==> config.mk <==
export PLATFORM = sky130hd
export DESIGN_NAME = stepper_coil_seq
export DESIGN_NICKNAME = d
export VERILOG_FILES = /design/src/rtl/stepper_pkg.sv /design/src/rtl/tb_divider.sv /design/src/rtl/toggle_stage.sv /design/src/rtl/coil_decode.sv /design/src/rtl/stepper_coil_seq.sv
export SDC_FILE = /design/constraint.sdc
export NUM_CORES = 1
export LEC_CHECK = 0
export BUFFER_PORTS_ARGS = -buffer_cell sky130_fd_sc_hd__buf_4
export CAP_MARGIN = 20
export CORE_AREA = 8 8 45 47
export DETAILED_ROUTE_END_ITERATION = 8
export DIE_AREA = 0 0 53 55
export PLACE_DENSITY_LB_ADDON = 0.05
export SETUP_SLACK_MARGIN = 0.05
export SYNTH_ARGS = -nofsm -noshare
export SYNTH_HDL_FRONTEND = slang
export SYNTH_SLANG_ARGS = --single-unit
==> constraint.sdc <==
create_clock -name clk -period 1.4 [get_ports clk]
set_clock_uncertainty 0.2 [all_clocks]
set_input_delay 0.28 -clock clk [delete_from_list [all_inputs] [get_ports clk]]
set_output_delay 0.28 -clock clk [all_outputs]
set_load 0.01 [all_outputs]
==> src/rtl/stepper_pkg.sv <==
// Shared constants and phase decode rules for the stepper coil sequencer.
// Assumes four coils, indexed A=0, B=1, C=2, D=3.
package stepper_pkg;

    localparam int COILS = 4;

    typedef logic [COILS-1:0] coil_t;

    // Coil D: timebase low, toggle low. This is the state reset leaves behind.
    localparam coil_t COIL_RESET = coil_t'(4'b1000);

    // Timebase level that a coil needs: A and C need high, B and D need low.
    function automatic logic tb_need(input int unsigned idx);
        return ~idx[0];
    endfunction

    // Toggle level that a coil needs: B and C need high, A and D need low.
    function automatic logic tg_need(input int unsigned idx);
        return idx[0] ^ idx[1];
    endfunction

endpackage

==> src/rtl/tb_divider.sv <==
// Timebase divider. It counts strobes with a chain of DIV_STAGES
// divide-by-two stages and takes the last stage as the timebase level.
// It also flags the strobes that flip that level.
// Assumes step_tick lasts one cycle per event. With DIV_STAGES = 1,
// every strobe is a timebase edge.
module tb_divider #(
    parameter int DIV_STAGES = 1
) (
    input  logic clk,
    input  logic rst_n,
    input  logic step_tick,
    output logic tb_level,
    output logic tb_edge,
    output logic tb_fall
);

    localparam int W = DIV_STAGES;

    logic [W-1:0] cnt;

    // Count strobes. The top bit is the timebase square wave.
    always_ff @(posedge clk) begin
        if (!rst_n)
            cnt <= '0;
        else if (step_tick)
            cnt <= cnt + W'(1);
    end

    generate
        if (W == 1) begin : g_direct
            // Every strobe flips the level.
            assign tb_edge = step_tick;
        end else begin : g_chain
            // A strobe flips the level only when all lower stages are at one.
            assign tb_edge = step_tick & (&cnt[W-2:0]);
        end
    endgenerate

    assign tb_level = cnt[W-1];
    // Falling edge: an edge taken while the level is high.
    assign tb_fall  = tb_edge & tb_level;


    // edge_needs_tick_chk: the timebase never moves without a strobe.
    edge_needs_tick_chk: assert property (@(posedge clk) disable iff (!rst_n)
        tb_edge |-> step_tick);


    // level_hold_chk: the level stays put in cycles without an edge.
    level_hold_chk: assert property (@(posedge clk) disable iff (!rst_n)
        !tb_edge |=> $stable(tb_level));


    // level_flip_chk: every edge inverts the level.
    level_flip_chk: assert property (@(posedge clk) disable iff (!rst_n)
        tb_edge |=> tb_level != $past(tb_level));

endmodule

==> src/rtl/toggle_stage.sv <==
// Half-rate toggle stage. This flip-flop acts like a toggle flop with
// its T input held at 1 that fires on each falling timebase edge.
// It is kept synchronous through an enable and has no preset path.
module toggle_stage (
    input  logic clk,
    input  logic rst_n,
    input  logic fall,
    output logic tg
);

    // Flip on each falling timebase edge; reset clears it.
    always_ff @(posedge clk) begin
        if (!rst_n)
            tg <= 1'b0;
        else if (fall)
            tg <= ~tg;
    end


    // toggle_hold_chk: the toggle moves only on a falling edge.
    toggle_hold_chk: assert property (@(posedge clk) disable iff (!rst_n)
        !fall |=> $stable(tg));

endmodule

==> src/rtl/coil_decode.sv <==
// Coil decode. It builds one AND term per coil from the timebase level
// and the toggle. It is purely combinational and assumes the inputs are
// registered.
module coil_decode
    import stepper_pkg::*;
(
    input  logic  tb,
    input  logic  tg,
    output coil_t coil
);

    generate
        for (genvar i = 0; i < COILS; i++) begin : g_coil
            // Coil i is driven when both inputs match its phase.
            assign coil[i] = (tb == tb_need(i)) && (tg == tg_need(i));
        end
    endgenerate

endmodule

==> src/rtl/stepper_coil_seq.sv <==
// Four-phase stepper coil sequencer, top level. The divider feeds the
// toggle stage, and both feed the coil decode. The coil step advances on
// both timebase edges. Assumes one system clock, a synchronous active-low
// reset and a strobe input that is already synchronised.
module stepper_coil_seq
    import stepper_pkg::*;
#(
    parameter int DIV_STAGES = 1
) (
    input  logic       clk,
    input  logic       rst_n,
    input  logic       step_tick,
    output logic       tb_level,
    output logic [3:0] coil_en
);

    logic tb_edge;
    logic tb_fall;
    logic tg;

    tb_divider #(.DIV_STAGES(DIV_STAGES)) u_div (
        .clk      (clk),
        .rst_n    (rst_n),
        .step_tick(step_tick),
        .tb_level (tb_level),
        .tb_edge  (tb_edge),
        .tb_fall  (tb_fall)
    );

    toggle_stage u_tog (
        .clk  (clk),
        .rst_n(rst_n),
        .fall (tb_fall),
        .tg   (tg)
    );

    coil_decode u_dec (
        .tb  (tb_level),
        .tg  (tg),
        .coil(coil_en)
    );


    // reset_state_chk: after a reset edge only coil D is on.
    reset_state_chk: assert property (@(posedge clk)
        !rst_n |=> coil_en == COIL_RESET);


    // one_hot_chk: exactly one coil is driven.
    one_hot_chk: assert property (@(posedge clk) disable iff (!rst_n)
        $countones(coil_en) == 1);


    // rotate_chk: each edge moves drive to the next coil, wrapping D to A.
    rotate_chk: assert property (@(posedge clk) disable iff (!rst_n)
        tb_edge |=> coil_en == {$past(coil_en[2:0]), $past(coil_en[3])});


    // coil_hold_chk: no edge, no change.
    coil_hold_chk: assert property (@(posedge clk) disable iff (!rst_n)
        !tb_edge |=> $stable(coil_en));


    // level_match_chk: timebase high exactly when A or C is driven.
    level_match_chk: assert property (@(posedge clk) disable iff (!rst_n)
        tb_level == (coil_en[0] | coil_en[2]));

endmodule

# Word-level counts from Yosys, hierarchy flattened
# Index checks and enable logic that the tools add are counted.
# word_totals
reg_bits,2
latch_bits,0
mem_bits_rw,0
rom_bits,0
in_bits,3
out_inout_bits,5
word_cells,10
mem_count,0
# op_classes
n_addsub,1
multipliers,0
n_div,0
order_cmp,0
eq_ne,0
n_shift,0
muxes,0
bitwise,3
reduce_logical,4
# op_table
op,n
$logic_and 1x1->1,4
$not 1->1,2
$add 1x1->1 const B,1
$and 1x1->1,1

# Depth between registers and ports, before layout
# logic_depth
word_depth,2
depth_mapped,2
mapped_depth_nobuf,2

# Hierarchy
# A second synthesis with hierarchy kept.
# unflattened
hier_cells,12
area_unflattened_um2,111.4
# by_module_without_submodules
mod,instances,cells_per_inst,area_per_inst_um2,seq_area_each_um2
tb_divider,1,5,50.0,20.0
toggle_stage,1,3,35.0,20.0
coil_decode,1,4,26.3,0.0

# Least setup slack after synthesis
# Ideal clock, no wire load.
# synth_timing
path_kind,flip-flop to output port
startpoint,register u_div.cnt (netlist: u_div.tb_level)
endpoint,output coil_en[0]
arrival_time_ps,677
required_time_ps,920
slack_ps,243
stages_incl_launch_ff,2
n_path_buf,0
path_cell_list,dfxtp_1 nor2b_1
# synth_between
elab_chain_cells,1
# synth_rtl
element,line_no,rtl
"start, declared",tb_divider.sv:19,logic [W-1:0] cnt;
"start signal, assigned",tb_divider.sv:26,cnt <= cnt + W'(1);
$logic_and 1x1->1,coil_decode.sv:15,assign coil[i] = (tb == tb_need(i)) && (tg == tg_need(i));
"end, declared",stepper_coil_seq.sv:14,output logic [3:0] coil_en
# Every way passes these cells.

# Worst setup path in the final report
# layout_timing
startpoint,register u_div.cnt (netlist: u_div.tb_level)
endpoint,output coil_en[1]
# layout_between
elab_chain_cells,2
# layout_rtl
element,line_no
$not 1->1,coil_decode.sv:15
$logic_and 1x1->1,coil_decode.sv:15
# Every way passes these cells.

==> metrics.cfg <==
[run_status]
status = finished, final reports clean

[cells_and_area]
multi_input_area_um2 = 62.56
area_delta_synth_final_pct = 108.5
nNetsFinal = 28
final_area_um2 = 214.0
diodes = 0
seqCellArea_um2 = 45.04
fillers = 160
layout-drive-gt1-share_pct = 56.52

[yosys]
netlist.area_leader.share_pct = 39.02
synth_warnings = 0
synth.yosys.seq_area_share_pct = 39.02
synthCells = 12
synth_compound_area_share_pct = 0
syn_nets = 15
synthFlopType = dfxtp_1
synth_edf_count = 0
synthArstFlopShare_pct = 0
synth-seq-cells = 2
synth_top_family_by_area = simple AND/OR/NAND/NOR gates
synth_adder_area_share_pct = 0
yosysUniqueCellTypes = 9
muxShareOfSynthArea_pct = 9.756
synth_area_leaders = dfxtp_1, and2_1, mux2i_1
syn_area_um2 = 102.6
synth-simple-area-share_pct = 42.68
avgSynthCellArea_um2 = 8.550
synth_top_area_cell = dfxtp_1
yosys-top-cells-count = and2_1, dfxtp_1, nand2_1
synth-xor-area-share_pct = 8.537

[clock_network]
cts_max_path_buffers = 2
clk_pin_slew_ps = 30
cts_tree = done
root_buffer = clkbuf_4
cts_sinks = 2
holdBufCountCts = 0
insertion_delay_ps = 220
cts_made_buffers = 3
htreeDepth = 1

[floorplan]
die_h_um = 55
die_area_mm2 = 0.002915
rows = 14
initial_core_util_pct = 7.414
chipWidth_um = 53
num_io_pins = 8
coreArea_mm2 = 0.001384

[critical_path]
critical_path.startpoint_type = register
path_class = register to output pin
reg2reg_slack_ps = 320
cp.required_ps = 920
critPathCaptureType = output pin
path_max_fanout = 6
critPathArrivalTime_ps = 870

[placed_design]
dp_hpwl_um = 247.5
placed_cell_area_um2 = 175.2
port_buffers = 7
gp_congestion = 0.5675

[routing]
via_per_inst = 2.949
drc = 0
wl_um = 304
drt_first_pass_iters = 1
vias = 115
drtIter0Drc = 0
postRouteAntennaNets = 0
wire_per_inst_um = 7.795

[sta]
period_share_pct = 96.37
fin_tns_setup_ps = 0
fin_hold_ws_ps = 93.14
finalCriticalPeriod_ps = 1349
slew_viol_final = 0
relSlewSlack_pct = 91.76
grt_setup_unrepaired = yes
worst_pin_slew_ps = 120.2
fmax_ghz = 0.7412
setup_viol = 0
finalHoldViolCount = 0

[global_routing]
grt_pass1_vias = 121
grt_remaining_overflow = 0
antenna_found_initial = 0
grt_max_degree = 7
grt_pass1_wl_um = 483
grt_usage_pct = 2.784

[power_and_ir_drop]
peakVddDrop_mv = 0.1553
powerDensity_mw_per_mm2 = 1174
p_leak_nw = 0.1085
p_total_uw = 251.1

[flow_run]
maxCapViolations = 0

[hold_path]
hold_class = primary input to register

[sequential cells by signal (all words and copies together), names as in the netlist]
| signal | cells |
|---|---|
| u_tog.tg | 1 |
| u_div.tb_level | 1 |
[metal layers]
metal,vias to the layer above,GRT usage [%],part of all wire [%]
met2,7,3.125,48
met4,0,6.466,6.3
met3,2,2.139,16
met1,46,1.818,29
met5,-,0,0
li1,60,-,-
[layout by cell type (no fill, tap or decap)]
master	n
buf_4	7
buf_6	1
xor2_1	1
dfxtp_2	1
nand2b_1	1
nand2_1	2
clkbuf_4	3
dfxtp_4	1
and2b_1	1
nor2_1	1
mux2i_1	1
nor2b_1	1
and2_1	2
[through the flow]
stage | cells | utilization (%) | setup WS (ps)
after floorplan | 12 | - | 243.1
after CTS | 39 | 15.46 | 31.87
after global placement | 35 | 12.66 | 179.6
final | 39 | 15.46 | 50.80
after detailed placement | 35 | 12.66 | 156.3
after global routing | 39 | 15.46 | 16.70
[power breakdown]
part | internal, mW | total, mW | switching (mW)
sequential | 0.0638 | 0.0704 | 0.00655
clock | 0.0944 | 0.125 | 0.0304
combinational | 0.0344 | 0.0560 | 0.0216
total | 0.193 | 0.251 | 0.0585
[final cells by class]
type                    count  share of cell area (%)
repair buffers              8                   29.82
multi-input cells          10                   29.24
flip-flops and latches      2                   21.05
clock buffers               3                   10.53
well taps                  16                   9.357
[logic make-up after synthesis]
family / Yosys count
mux: 1
flops: 2
xor+xnor: 1
simple gates: 8
[path summary, 6_finish.rpt]
path | start | endpoint | depth (start not counted)
worst min-delay path | rst_n | u_div.tb_level | 2
worst max-delay path | u_div.tb_level | coil_en[1] | 2
worst min register to register | u_tog.tg | u_tog.tg | 2
worst max register to register | u_div.tb_level | u_div.tb_level | 3
[critical path, cell delays in order, from the launching register on]
cell and delay [ps]:
dfxtp_4 350, and2b_1 180, buf_6 120
[repair_timing]
action | 4_1_cts | 5_1_grt
endpoints found under the setup margin | 4 | 3
resized for setup | 4 | 0
buffers inserted | 1 | 0
pin swaps | 0 | 0
No activity file was read; power rests on OpenSTA's default activity.
